<file path="config.mk">
export PLATFORM = sky130hd
export DESIGN_NAME = spi_frame_shifter
export DESIGN_NICKNAME = d
export VERILOG_FILES = /design/src/rtl/spi_fs_pkg.sv /design/src/rtl/spi_fs_shifter.sv /design/src/rtl/spi_fs_master_clk.sv /design/src/rtl/spi_fs_slave_sync.sv /design/src/rtl/spi_frame_shifter.sv
export SDC_FILE = /design/constraint.sdc
export NUM_CORES = 1
export LEC_CHECK = 0
export CAP_MARGIN = 15
export CORE_MARGIN = 1.5
export CORE_UTILIZATION = 25
export DETAILED_ROUTE_END_ITERATION = 10
export PLACE_DENSITY_LB_ADDON = 0.12
export SETUP_SLACK_MARGIN = 0.1
export SLEW_MARGIN = 20
export SYNTH_ARGS = -nofsm -noshare
export SYNTH_HDL_FRONTEND = slang
export SYNTH_HIERARCHICAL = 1
export SYNTH_SLANG_ARGS = --single-unit
</file>
<file path="constraint.sdc">
create_clock -name clk -period 6.6 [get_ports clk]
set_clock_uncertainty 0.1 [all_clocks]
set_input_delay 0.66 -clock clk [delete_from_list [all_inputs] [get_ports clk]]
set_output_delay 0.66 -clock clk [all_outputs]
set_load 0.05 [all_outputs]
</file>
<file path="src/rtl/spi_fs_pkg.sv">
package spi_fs_pkg;

    localparam int unsigned WORD_W   = 16;
    localparam int unsigned SIZE_W   = 4;
    localparam int unsigned CNT_W    = SIZE_W + 1;
    localparam int unsigned EDGE_W   = SIZE_W + 2;
    localparam logic [SIZE_W-1:0] SIZE_MIN = 4'd3;
    localparam logic [SIZE_W-1:0] SIZE_TOP = 4'd15;

    typedef logic [WORD_W-1:0] word_t;

    typedef enum logic {
        ROLE_MASTER = 1'b0,
        ROLE_SLAVE  = 1'b1
    } role_e;

    typedef enum logic [1:0] {
        MS_IDLE  = 2'd0,
        MS_SHIFT = 2'd1,
        MS_TAIL  = 2'd2
    } mstate_e;

    typedef struct packed {
        logic cpol;
        logic cpha;
        logic loop;
    } frame_cfg_t;

    // Reserved short codes are treated as the smallest legal width.
    function automatic logic [SIZE_W-1:0] clamp_size(input logic [SIZE_W-1:0] code);
        return (code < SIZE_MIN) ? SIZE_MIN : code;
    endfunction

    // Ones in the bit positions that belong to a frame of code sz.
    function automatic word_t keep_mask(input logic [SIZE_W-1:0] sz);
        word_t ones;
        ones = '1;
        return ones >> (SIZE_TOP - sz);
    endfunction

    // Moves the frame's top bit into the word's MSB position.
    function automatic word_t align_msb(input word_t w, input logic [SIZE_W-1:0] sz);
        return w << (SIZE_TOP - sz);
    endfunction

endpackage

</file>
<file path="src/rtl/spi_fs_shifter.sv">
module spi_fs_shifter
    import spi_fs_pkg::*;
(
    input  logic              clk,
    input  logic              rst,
    input  logic              abort,
    input  logic              start,
    input  logic [SIZE_W-1:0] size,
    input  logic              cpha,
    input  word_t             word,
    input  logic              launch,
    input  logic              sample,
    input  logic              din,
    output logic              dout,
    output word_t             rx_word,
    output logic              rx_done
);

    word_t             tx_sh;
    word_t             rx_sh;
    word_t             rx_nx;
    word_t             aligned;
    logic [CNT_W-1:0]  cnt;
    logic [SIZE_W-1:0] nb;
    logic              full;

    assign aligned = align_msb(word, size);
    assign rx_nx   = {rx_sh[WORD_W-2:0], din};

    always_ff @(posedge clk) begin
        if (rst) begin
            tx_sh   <= '0;
            rx_sh   <= '0;
            rx_word <= '0;
            rx_done <= 1'b0;
            dout    <= 1'b0;
            cnt     <= '0;
            nb      <= SIZE_MIN;
            full    <= 1'b1;
        end else begin
            rx_done <= 1'b0;
            if (abort) begin
                full <= 1'b1;
                cnt  <= '0;
            end else if (start) begin
                nb    <= size;
                rx_sh <= '0;
                cnt   <= '0;
                full  <= 1'b0;
                if (!cpha) begin
                    dout  <= aligned[WORD_W-1];
                    tx_sh <= aligned << 1;
                end else begin
                    dout  <= 1'b0;
                    tx_sh <= aligned;
                end
            end else begin
                if (launch && !full) begin
                    dout  <= tx_sh[WORD_W-1];
                    tx_sh <= tx_sh << 1;
                end
                if (sample && !full) begin
                    rx_sh <= rx_nx;
                    cnt   <= cnt + 1'b1;
                    if (cnt[SIZE_W-1:0] == nb) begin
                        full    <= 1'b1;
                        rx_done <= 1'b1;
                        rx_word <= rx_nx;
                    end
                end
            end
        end
    end

    // never more samples than the latched frame width
    assert_count_bound_R1: assert property (@(posedge clk) disable iff (rst)
        !full |-> (cnt <= {1'b0, nb}));

    // a finished word has nothing above the frame's top bit
    assert_rx_upper_zero_R3: assert property (@(posedge clk) disable iff (rst)
        rx_done |-> ((rx_word & ~keep_mask(nb)) == '0));

endmodule

</file>
<file path="src/rtl/spi_fs_master_clk.sv">
module spi_fs_master_clk
    import spi_fs_pkg::*;
#(
    parameter int unsigned HALF_DIV = 2
) (
    input  logic              clk,
    input  logic              rst,
    input  logic              abort,
    input  logic              start,
    input  logic              cpol,
    input  logic              cpha,
    input  logic [SIZE_W-1:0] size,
    output logic              sck,
    output logic              csn,
    output logic              launch,
    output logic              sample,
    output logic              active
);

    localparam int unsigned DIV_W = (HALF_DIV > 1) ? $clog2(HALF_DIV) : 1;
    localparam logic [DIV_W-1:0] DIV_LAST = DIV_W'(HALF_DIV - 1);

    mstate_e           state;
    logic [DIV_W-1:0]  div;
    logic [EDGE_W-1:0] edge_n;
    logic [EDGE_W-1:0] edge_nx;
    logic [EDGE_W-1:0] total;
    logic [SIZE_W-1:0] size_q;
    logic              cpol_q;
    logic              cpha_q;
    logic              level;
    logic              odd;

    assign edge_nx = edge_n + 1'b1;
    assign odd     = edge_nx[0];
    assign total   = ({2'b00, size_q} + 1'b1) << 1;

    always_ff @(posedge clk) begin
        if (rst) begin
            state  <= MS_IDLE;
            div    <= '0;
            edge_n <= '0;
            size_q <= SIZE_MIN;
            cpol_q <= 1'b0;
            cpha_q <= 1'b0;
            level  <= 1'b0;
            launch <= 1'b0;
            sample <= 1'b0;
        end else begin
            launch <= 1'b0;
            sample <= 1'b0;
            if (abort) begin
                state <= MS_IDLE;
                level <= 1'b0;
                div   <= '0;
            end else begin
                case (state)
                    MS_IDLE: begin
                        if (start) begin
                            state  <= MS_SHIFT;
                            div    <= '0;
                            edge_n <= '0;
                            level  <= 1'b0;
                            size_q <= size;
                            cpol_q <= cpol;
                            cpha_q <= cpha;
                        end
                    end
                    MS_SHIFT: begin
                        if (div == DIV_LAST) begin
                            div    <= '0;
                            level  <= ~level;
                            edge_n <= edge_nx;
                            sample <= cpha_q ? !odd : odd;
                            launch <= cpha_q ? odd : (!odd && (edge_nx != total));
                            if (edge_nx == total) state <= MS_TAIL;
                        end else begin
                            div <= div + 1'b1;
                        end
                    end
                    MS_TAIL: begin
                        if (div == DIV_LAST) begin
                            div   <= '0;
                            state <= MS_IDLE;
                        end else begin
                            div <= div + 1'b1;
                        end
                    end
                    default: state <= MS_IDLE;
                endcase
            end
        end
    end

    assign active = (state != MS_IDLE);
    assign csn    = (state == MS_IDLE);
    assign sck    = (state == MS_IDLE) ? cpol : (cpol_q ^ level);

    // every launch or sample happens with chip select low
    assert_csn_frame_R9: assert property (@(posedge clk) disable iff (rst)
        (launch || sample) |-> !csn);

    // the clock is back at its idle level whenever the frame ends
    assert_idle_level_R4: assert property (@(posedge clk) disable iff (rst)
        (state == MS_TAIL) |-> (level == 1'b0));

endmodule

</file>
<file path="src/rtl/spi_fs_slave_sync.sv">
module spi_fs_slave_sync
    import spi_fs_pkg::*;
#(
    parameter int unsigned SYNC_STAGES = 2
) (
    input  logic clk,
    input  logic rst,
    input  logic sck_i,
    input  logic csn_i,
    input  logic cpol,
    output logic cs_fall,
    output logic cs_high,
    output logic lead,
    output logic trail
);

    localparam int unsigned LAST = SYNC_STAGES;

    logic [LAST:0] sck_p;
    logic [LAST:0] csn_p;
    logic          sck_edge;

    always_ff @(posedge clk) begin
        if (rst) begin
            sck_p <= '0;
            csn_p <= '1;
        end else begin
            sck_p[0] <= sck_i;
            csn_p[0] <= csn_i;
            for (int i = 1; i <= int'(LAST); i++) begin
                sck_p[i] <= sck_p[i-1];
                csn_p[i] <= csn_p[i-1];
            end
        end
    end

    assign sck_edge = sck_p[LAST-1] ^ sck_p[LAST];
    assign cs_fall  = csn_p[LAST] & ~csn_p[LAST-1];
    assign cs_high  = csn_p[LAST-1];
    assign lead     = sck_edge & ~cs_high & (sck_p[LAST-1] != cpol);
    assign trail    = sck_edge & ~cs_high & (sck_p[LAST-1] == cpol);

endmodule

</file>
<file path="src/rtl/spi_frame_shifter.sv">
module spi_frame_shifter
    import spi_fs_pkg::*;
#(
    parameter int unsigned HALF_DIV    = 2,
    parameter int unsigned SYNC_STAGES = 2
) (
    input  logic        clk,
    input  logic        rst,
    input  logic        en,
    input  logic        slave_sel,
    input  logic [3:0]  size_code,
    input  logic        cpol,
    input  logic        cpha,
    input  logic        loopback,
    input  logic        slave_tx_off,
    input  logic        tx_valid,
    output logic        tx_ready,
    input  logic [15:0] tx_data,
    output logic        rx_valid,
    input  logic        rx_ready,
    output logic [15:0] rx_data,
    output logic        sck_o,
    output logic        csn_o,
    input  logic        sck_i,
    input  logic        csn_i,
    output logic        sdo,
    output logic        sdo_oe,
    input  logic        sdi,
    output logic        busy
);

    role_e             role_q;
    logic              is_slave;
    logic [SIZE_W-1:0] sz;
    frame_cfg_t        cfg_q;

    logic  m_start, m_launch, m_sample, m_active;
    logic  s_cs_fall, s_cs_high, s_lead, s_trail;
    logic  s_start, s_active, s_accept;
    logic  tx_loaded;
    word_t tx_buf;
    word_t start_word;
    logic  sh_start, sh_launch, sh_sample, sh_din, sh_dout, sh_done;
    word_t sh_word;
    logic  rx_valid_q;
    word_t rx_data_q;

    assign is_slave = (role_q == ROLE_SLAVE);
    assign sz       = clamp_size(size_code);

    // Role is captured only while the port is disabled.
    always_ff @(posedge clk) begin
        if (rst)      role_q <= ROLE_MASTER;
        else if (!en) role_q <= slave_sel ? ROLE_SLAVE : ROLE_MASTER;
    end

    // Parallel transmit side
    assign tx_ready = en && (is_slave ? (!tx_loaded && !s_active) : !m_active);
    assign m_start  = tx_valid && tx_ready && !is_slave;
    assign s_accept = tx_valid && tx_ready && is_slave;
    assign s_start  = en && is_slave && !s_active && s_cs_fall;

    always_ff @(posedge clk) begin
        if (rst || !en) begin
            tx_loaded <= 1'b0;
            tx_buf    <= '0;
            s_active  <= 1'b0;
        end else begin
            if (s_start) begin
                tx_loaded <= 1'b0;
            end else if (s_accept) begin
                tx_loaded <= 1'b1;
                tx_buf    <= tx_data;
            end
            if (s_start)        s_active <= 1'b1;
            else if (s_cs_high) s_active <= 1'b0;
        end
    end

    always_comb begin
        if (!is_slave)      start_word = tx_data;
        else if (tx_loaded) start_word = tx_buf;
        else if (s_accept)  start_word = tx_data;
        else                start_word = '0;
    end

    assign sh_start = m_start | s_start;

    always_ff @(posedge clk) begin
        if (rst) begin
            cfg_q <= '0;
        end else if (sh_start) begin
            cfg_q.cpol <= cpol;
            cfg_q.cpha <= cpha;
            cfg_q.loop <= loopback;
        end
    end

    spi_fs_master_clk #(.HALF_DIV(HALF_DIV)) u_mclk (
        .clk    (clk),
        .rst    (rst),
        .abort  (!en),
        .start  (m_start),
        .cpol   (cpol),
        .cpha   (cpha),
        .size   (sz),
        .sck    (sck_o),
        .csn    (csn_o),
        .launch (m_launch),
        .sample (m_sample),
        .active (m_active)
    );

    spi_fs_slave_sync #(.SYNC_STAGES(SYNC_STAGES)) u_ssync (
        .clk     (clk),
        .rst     (rst),
        .sck_i   (sck_i),
        .csn_i   (csn_i),
        .cpol    (cfg_q.cpol),
        .cs_fall (s_cs_fall),
        .cs_high (s_cs_high),
        .lead    (s_lead),
        .trail   (s_trail)
    );

    assign sh_launch = is_slave ? (s_active && (cfg_q.cpha ? s_lead : s_trail)) : m_launch;
    assign sh_sample = is_slave ? (s_active && (cfg_q.cpha ? s_trail : s_lead)) : m_sample;
    assign sh_din    = cfg_q.loop ? sh_dout : sdi;

    spi_fs_shifter u_shift (
        .clk     (clk),
        .rst     (rst),
        .abort   (!en),
        .start   (sh_start),
        .size    (sz),
        .cpha    (cpha),
        .word    (start_word),
        .launch  (sh_launch),
        .sample  (sh_sample),
        .din     (sh_din),
        .dout    (sh_dout),
        .rx_word (sh_word),
        .rx_done (sh_done)
    );

    // Parallel receive side: hold until consumed
    always_ff @(posedge clk) begin
        if (rst) begin
            rx_valid_q <= 1'b0;
            rx_data_q  <= '0;
        end else if (sh_done) begin
            rx_valid_q <= 1'b1;
            rx_data_q  <= sh_word;
        end else if (rx_ready) begin
            rx_valid_q <= 1'b0;
        end
    end

    assign rx_valid = rx_valid_q;
    assign rx_data  = rx_data_q;
    assign sdo      = sh_dout;
    assign sdo_oe   = en && (!is_slave || (s_active && !slave_tx_off));
    assign busy     = m_active | s_active | tx_loaded;

    // role is frozen across consecutive enabled cycles
    assert_role_hold_R7: assert property (@(posedge clk) disable iff (rst)
        (en && $past(en)) |-> (role_q == $past(role_q)));

    // output-disabled slave never drives the data line
    assert_slave_quiet_R6: assert property (@(posedge clk) disable iff (rst)
        (is_slave && slave_tx_off) |-> !sdo_oe);

    // an open master frame always reports busy
    assert_busy_frame_R8: assert property (@(posedge clk) disable iff (rst)
        !csn_o |-> busy);

    // an unconsumed word stays put
    assert_rx_hold_R11: assert property (@(posedge clk) disable iff (rst)
        ($past(rx_valid_q) && !$past(rx_ready) && !$past(sh_done)) |->
        (rx_valid_q && $stable(rx_data_q)));

endmodule

</file>
After elaboration in Yosys (flattened, before gate mapping)
Index checks and enable logic that the tools add are counted.

word-level totals
  output and inout bits = 23
  word-level logic and storage cells = 157
  bits in latches = 0
  input bits = 33
  bits in writable memories = 0
  ROM bits = 0
  register bits after elaboration = 122
  memories kept = 0

operators by class
  bitwise logic cells = 17
  div/mod/pow operators = 0
  add/subtract/negate cells = 5
  multiply operators = 0
  magnitude comparators = 1
  multiplexer cells = 43
  reductions and logical operators = 51
  equality and inequality tests = 11
  shift-type cells = 1

operators with widths
  cell                                            number
  two-way mux 16 bit                              6
  two-way mux 15 bit                              2
  two-way mux 1 bit                               24
  nonzero test 2 bit                              8
  left shift 16 x 4 -> 16 bit                     1
  logical AND 1 bit                               15
  two-way mux 6 bit                               2
  case mux 6 bit (2 select lines)                 1
  AND reduction 2 bit                             6
  AND reduction 4 bit                             3
  zero test 1 bit                                 8
  two-way mux 2 bit                               4
  != test 2 x 1 -> 1 bit (second input constant)  4
  inverter 1 bit                                  8
  OR reduction 4 bit                              2
  adder 6 x 1 -> 6 bit (second input constant)    1
  equality test 6 bit                             1
  != test 6 bit                                   1
  case mux 2 bit (3 select lines)                 1
  AND reduction 3 bit                             2
  OR reduction 2 bit                              3
  adder 4 x 1 -> 5 bit (second input constant)    1
  adder 5 x 1 -> 5 bit (second input constant)    1
  bitwise AND 1 bit                               4
  15 further kinds                                20

Depth between registers and ports, before layout
Gate-level depths: netlist (run 1).

  depth in word-level cells = 12
  mapped depth = 11
  gate-level depth less buffers = 10

Modules after synthesis
The synthesis (run 1) kept the hierarchy.

by module, submodules not included
  module             instances  sequential area each (sq um)  area each (sq um)  cells an instance
  spi_fs_shifter     1          1161.1                        3319.4             358
  spi_frame_shifter  1          780.7                         1833.0             201
  spi_fs_master_clk  1          360.3                         984.7              118
  spi_fs_slave_sync  1          120.1                         205.2              19

Least setup slack after synthesis (run 1)
Ideal clock, no wire load.

  path kind = flip-flop to flip-flop
  start = register u_mclk.state[0]
  end = register u_shift.tx_sh[1]
  cell stages (with the launch flop) = 12
  clock period less this slack = 2941 ps
  data required time = 6367 ps
  buffers on the path = 3
  library setup time = 133 ps
  slack = 3659 ps
  data arrival time = 2707 ps
  path through = dfxtp_1 -> inv_1 -> ha_1 -> inv_1 -> o31ai_2 -> clkbuf_1 -> inv_1 -> a21o_1 -> buf_2 -> clkbuf_8 -> a221oi_1 -> a211oi_1

between the ends
  elaborated cells between the ends (all ways) = 16
  classes of those cells = 1 x shift; 6 x mux; 1 x bitwise; 8 x reduce/logical

RTL lines
  element                            RTL line                 RTL
  start: declaration                 spi_fs_master_clk.sv:23  mstate_e state;
  start signal: assignment           spi_fs_master_clk.sv:40  state <= MS_IDLE;
  start signal: assignment           spi_fs_master_clk.sv:53  state <= MS_IDLE;
  start signal: assignment           spi_fs_master_clk.sv:60  state <= MS_SHIFT;
  nonzero test 2 bit *               spi_fs_master_clk.sv:95  assign active = (state != MS_IDLE);
  via m_active                       spi_frame_shifter.sv:37  logic m_start, m_launch, m_sample, m_active;
  zero test 1 bit *                  spi_frame_shifter.sv:58  assign tx_ready = en && (is_slave ? (!tx_loaded && !s_active) : !m_active);
  two-way mux 1 bit *                spi_frame_shifter.sv:58
  logical AND 1 bit *                spi_frame_shifter.sv:58
  logical AND 1 bit * (2 in series)  spi_frame_shifter.sv:59  assign m_start = tx_valid && tx_ready && !is_slave;
  OR 1 bit *                         spi_frame_shifter.sv:87  assign sh_start = m_start | s_start;
  via sh_start                       spi_frame_shifter.sv:43  logic sh_start, sh_launch, sh_sample, sh_din, sh_dout, sh_done;
  nonzero test 2 bit (no line)       -
  AND reduction 2 bit (no line)      -
  end signal: assignment             spi_fs_shifter.sv:52     tx_sh <= aligned << 1;
  end signal: assignment             spi_fs_shifter.sv:55     tx_sh <= aligned;
  end signal: assignment             spi_fs_shifter.sv:60     tx_sh <= tx_sh << 1;
  end: declaration                   spi_fs_shifter.sv:19     word_t tx_sh;

Mark *: on every way through the listed nets, which the timed path passes. The rest lies on a longest branch.
A chain may end at the register's enable or synchronous reset.

Worst setup path after layout (run 1)
  start = input port en
  end = output port sdo_oe

between the ends
  cells in the longest elaborated chain, start to end = 1

RTL lines
  element             RTL line                  RTL
  start: declaration  spi_frame_shifter.sv:9    input logic en,
  logical AND 1 bit   spi_frame_shifter.sv:162  assign sdo_oe = en && (!is_slave || (s_active && !slave_tx_off));
  end: declaration    spi_frame_shifter.sv:27   output logic sdo_oe,

Every way passes these cells.

==> results of run 1 <==
## synthesized netlist by cell type, drive strengths merged, types with 3 or more instances
library cell  count  area [um^2]
xnor2             8         70.1
nor2b            10         62.6
nand3b            3         22.5
nor3              6         30.0
nand3            25          125
a21o              5         37.5
o211ai            4         30.0
and3              4         25.0
a21boi           16          120
dfxtp           121         2420
inv              20         75.1
o2111ai           3         26.3
mux2i            49          490
and2              8         50.1
clkbuf           28          176
xor2             10         87.6
a31oi             5         31.3
nand2b           14         87.6
a211o             3         26.3
o22ai             6         37.5
buf              23          176
a221oi            4         47.6
a22oi            15          113
nor2             95          357
a22o             17          149
a21oi            32          160
mux2              8         90.1
a211oi           10         80.1
o21ai            31          155
nand2            48          180
or2               5         31.3
mux4             14          327
ha                6         75.1
nand4             5         31.3
## worst max-delay path: stages
cell             delay (ns)
clkdlybuf4s50_1        0.56
inv_1                  0.31
a21oi_1                0.22
clkdlybuf4s50_1        0.82
## power by group through the flow
stage / clock network, mW / logic (mW) / registers (mW)
5_1_grt: 0.970 / 0.236 / 0.753
2_1_floorplan: 0 / 0.160 / 0.765
6_report: 0.908 / 0.217 / 0.752
3_3_place_gp: 0 / 0.215 / 0.768
3_5_place_dp: 0 / 0.215 / 0.768
4_1_cts: 0.935 / 0.216 / 0.752
## cell families after synthesis
kind of cell	Yosys count	share of synthesized area, %
AND/OR/NAND/NOR	239	18.2
flip-flops	121	38.2
multiplexers	71	14.3
AO/OA/AOI/OAI	170	18.9
XOR/XNOR	18	2.49
buffers and inverters	71	6.75
adder cells (fa/ha/maj)	6	1.18
## registers in the layout, indices dropped and copies added, names as in the netlist, 2 cells and up
register,count
u_mclk/size_q,4
u_shift/rx_sh,15
u_shift/nb,4
u_ssync/csn_p,3
u_mclk/edge_n,6
rx_data,16
u_mclk/state,2
u_shift/tx_sh,16
u_shift/rx_word,16
u_shift/cnt,4
u_ssync/sck_p,3
cfg_q,3
tx_buf,16
## routing by layer
metal  track usage, %  vias up  routed length, um
met4             4.38        0                223
met1             17.1     2514               7920
li1                 -     2555                  -
met3             2.63       18                500
met2             20.3       85               7520
met5                0        -                  0
## area by class of cell
| class | instances | area (um^2) | share of cell area (%) |
|---|---|---|---|
| clock inverter | 15 | 155 | 2.04 |
| tap | 330 | 413 | 5.44 |
| multi-input combinational | 504 | 3530 | 46.5 |
| inverter | 20 | 75.1 | 0.989 |
| clock buffer | 17 | 425 | 5.61 |
| sequential | 121 | 2420 | 31.9 |
| timing repair buffer | 59 | 566 | 7.45 |
## through the flow
stage               instance area [um^2]  std cells
floorplan                           6340        696
global placement                    6990       1034
detailed placement                  6990       1034
CTS                                 7570       1066
global route                        7590       1066
finish                              7590       1066
## how the worst min path moves through the flow
stage | from | end | slack, ns | cells after the start
after floorplan | u_ssync/csn_p[0] | u_ssync/csn_p[1] | 0.28 | 1
after global placement | u_ssync/csn_p[0] | u_ssync/csn_p[1] | 0.34 | 1
after detailed placement | u_ssync/csn_p[0] | u_ssync/csn_p[1] | 0.34 | 1
after CTS | u_shift/tx_sh[0] | u_shift/tx_sh[0] | 0.36 | 2
after global routing | u_ssync/sck_p[0] | u_ssync/sck_p[1] | 0.37 | 1
final | u_ssync/csn_p[0] | u_ssync/csn_p[1] | 0.34 | 1
==> impl_metrics.ini, run 1 <==
[outcome]
outcome = complete, no violations

[clock_network]
cts_buffers = 17
clockRootBuffer = clkbuf_16
htreeDepth = 4
cts.sinks = 121
clk_path_buf_depth = 2
path_clk_slew_ns = 0.06
post_cts_buffers = 0
cts_tree = built
cts_resized = 0
clock_latency_ns = 0.42
cts_hold_buf = 0

[die]
die_h_um = 162
design.portCount = 56
start_util_pct = 25.3
dieArea_um2 = 26300
coreArea_um2 = 25000
row_count = 58
fp.dieW_um = 162

[timing]
layout_setup_ws_ns = 3.25
setup_tns_ns = 0
slew_headroom_pct = 33.9
worst_pin_slew_ns = 0.989
hold_viol = 0
finalSetupViolCount = 0
fin_crit_sh_pct = 50.7
min_period_ns = 3.35
fin_hold_ws_ns = 0.337
max_freq_mhz = 299
rsz0062_at_grt = no
finalMaxSlewViolations = 0

[global_routing]
grt_first_pass_wirelength_um = 26900
antenna_found_initial = 0
grt_pass1_vias = 5113
grt.total_usage_pct = 12.8
grt_max_degree = 63
globalRouteOverflowTotal = 0

[cells_and_area]
syn2layout_area_growth_pct = 19.6
mostFrequentLayoutCells = 121 x dfxtp_1, 95 x nor2_1, 52 x clkdlybuf4s50_1
nets = 762
layout_commonest_cell = dfxtp_1
nFillCells = 2687
fin_util_pct = 30.3
drive_gt1_share_pct = 10.2
antenna_cells = 0

[power_and_ir_drop]
power_density_nw_per_um2 = 247
pwr-share-clk_pct = 48.4
power.share.switching_pct = 28.8
seqPwrFrac_pct = 40.1
power_mw = 1.88
worst_ir_drop_vdd_uv = 121
power.internal_mw = 1.34
leakage_nw = 2.81
p_sw_uw = 540
pwr-share-comb_pct = 11.5

[yosys]
yosysWarnings = 6
synth_area_um2 = 6340
yosysSeqAreaShare_pct = 38.2
synthDistinctLibCells = 72
synth_nets = 735
synthArstFlopShare_pct = 0
synth-edff-count = 0
synth_seq_cells = 121
syn_area_per_cell_um2 = 9.11
syn_inst = 696
synthFlopType = dfxtp_1

[routing]
drt_iter0_markers = 339
dr.pass1.iters = 5
drt-total-wl_um = 16200
post-route-drc-count = 0
vias = 5172
vias_per_cell = 4.85
wl_per_cell_um = 15.2
ant_nets = 0

[place]
dp_hpwl_um = 11200
io_buffers = 55
place_ws_ns = 2.04
gp_congestion = 0.823

[worst_setup_path]
cp.required_ns = 5.84
reg2reg_depth = 6
cp-endpoint = sdo_oe
r2r_setup_slack_ns = 3.44
cp.arrival_ns = 2.59
crit_type = input pin to output pin
start_kind = input pin
r2r-end = u_shift/tx_sh[8]
crit_start = en
reg2reg_from = is_slave
crit_fanout = 18
endpoint_kind = output pin

[min_path]
hold_class = flip-flop to flip-flop

[flow_run]
maxCapViolCount = 0
(Power assumes the default switching activity.)
==> run 2, diff against run 1 <==
==> constraint.sdc (replaced) <==
create_clock -name clk -period 3.45 [get_ports clk]
set_clock_uncertainty 0.1 [all_clocks]
set_input_delay 0.345 -clock clk [delete_from_list [all_inputs] [get_ports clk]]
set_output_delay 0.345 -clock clk [all_outputs]
set_load 0.05 [all_outputs]
==> impl_metrics.ini, run 2 (synthesis gave the netlist of run 1 again) <==
[outcome]
outcome = complete, no violations

[timing]
min_period_ns = 3.01
fin_crit_sh_pct = 87.2
layout_setup_ws_ns = 0.441
finalSetupViolCount = 0
finalMaxSlewViolations = 0
slew_headroom_pct = 36.9
max_freq_mhz = 332
hold_viol = 0
worst_pin_slew_ns = 0.945
rsz0062_at_grt = no

[clock_network]
clock_latency_ns = 0.42
cts_tree = built
path_clk_slew_ns = 0.06
post_cts_buffers = 0
clk_path_buf_depth = 2
cts.sinks = 121
cts_buffers = 17
clockRootBuffer = clkbuf_16
htreeDepth = 4
cts_resized = 0
cts_hold_buf = 0

[routing]
vias = 5146
post-route-drc-count = 0
drt_iter0_markers = 347
ant_nets = 0
dr.pass1.iters = 5
vias_per_cell = 4.78
wl_per_cell_um = 15.4
drt-total-wl_um = 16600

[place]
gp_congestion = 0.824
place_ws_ns = -0.0377
dp_hpwl_um = 11400
io_buffers = 55
dpl_cell_area_um2 = 7070

[worst_setup_path]
start_kind = flip-flop
cp.required_ns = 3.67
endpoint_kind = flip-flop
cpMaxStageDelayCell = and2_0
crit_fanout = 16
crit_type = flip-flop to flip-flop
cp.arrival_ns = 3.23
cp_cell_sequence = and2_0 > a22o_1 > mux2_2 > a21oi_1 > o21ai_1 > a31oi_1 > a311oi_1
critPathMaxStageDelay_ns = 0.75

[cells_and_area]
seq_area_um2 = 2420
design_area_um2 = 7650
mostFrequentLayoutCells = 121 x dfxtp_1, 95 x nor2_1, 54 x clkdlybuf4s50_1
layout_commonest_cell = dfxtp_1
nFillCells = 2654
antenna_cells = 0
nets = 773
drive_gt1_share_pct = 11.1
multi_input_area_um2 = 3510
syn2layout_area_growth_pct = 20.7

[global_routing]
grt_first_pass_wirelength_um = 27600
grt_pass1_vias = 5114
grt.total_usage_pct = 13.2
globalRouteOverflowTotal = 0
grt_max_degree = 63
antenna_found_initial = 0

[power_and_ir_drop]
leakage_nw = 2.86
power_density_nw_per_um2 = 470
worst_ir_drop_vdd_uv = 311

[die]
dieArea_um2 = 26300
die_h_um = 162
coreArea_um2 = 25000
row_count = 58
design.portCount = 56
fp.dieW_um = 162
start_util_pct = 25.3

[min_path]
hold_class = flip-flop to flip-flop

[flow_run]
maxCapViolCount = 0
==> run 2: cell types whose count changed in the layout (fill, tap and decap cells not counted), moves of 2 or more <==
cell,change
buf_2,-2
buf_4,+11
clkdlybuf4s50_1,+2
clkinv_4,-2
o21bai_2,+2
o21bai_4,-2
==> run 2: where the power goes <==
| group | total [mW] | internal [mW] | switching (mW) |
|---|---|---|---|
| Combinational | 0.423 | 0.180 | 0.243 |
| Clock | 1.74 | 0.963 | 0.774 |
| Sequential | 1.44 | 1.42 | 0.0182 |
| Total | 3.60 | 2.56 | 1.04 |
==> run 2: worst paths after layout <==
check	from	to	slack [ns]	cells after the start
setup reg to reg	is_slave	u_shift/tx_sh[6]	0.44	7
setup / recovery	is_slave	u_shift/tx_sh[6]	0.44	7
hold reg to reg	u_ssync/csn_p[0]	u_ssync/csn_p[1]	0.31	1
hold / removal	u_ssync/csn_p[0]	u_ssync/csn_p[1]	0.31	1
==> run 2: area by class of cell <==
cell class	instances	share of cell area (%)
Clock buffer	17	5.56
Clock inverter	15	1.95
Inverter	20	0.981
Multi-Input combinational cell	504	45.9
Sequential cell	121	31.6
Tap cell	330	5.39
Timing Repair Buffer	70	8.60
==> run 2: stage by stage <==
| step | setup TNS [ns] | std cells | total power, mW | util [%] | hold slack, ns |
|---|---|---|---|---|---|
| finish | 0 | 1077 | 3.60 | 30.6 | 0.312 |
| global route | 0 | 1077 | 3.78 | 30.6 | 0.346 |
| CTS | 0 | 1077 | 3.68 | 30.5 | 0.316 |
| detailed placement | -0.0739 | 1045 | 1.89 | 28.2 | 0.302 |
| global placement | 0 | 1045 | 1.89 | 28.2 | 0.299 |
| floorplan | 0 | 696 | 1.77 | - | 0.283 |
==> run 2: per-layer routing <==
layer  routed length (um)  track usage, %  vias up
met5                    0               0        -
met4                  228            4.96        0
met3                  472            2.78       12
met2                 7560            20.3       77
met1                 8330            18.2     2473
li1                     -               -     2584
==> run 2: critical path, delay by kind of cell (launching register included) <==
family / cells / cell delay, ns
AOI/OAI and AO/OA: 5 / 1.19
and+or+nand+nor: 1 / 0.75
muxes: 1 / 0.22
DFF: 1 / 0.65
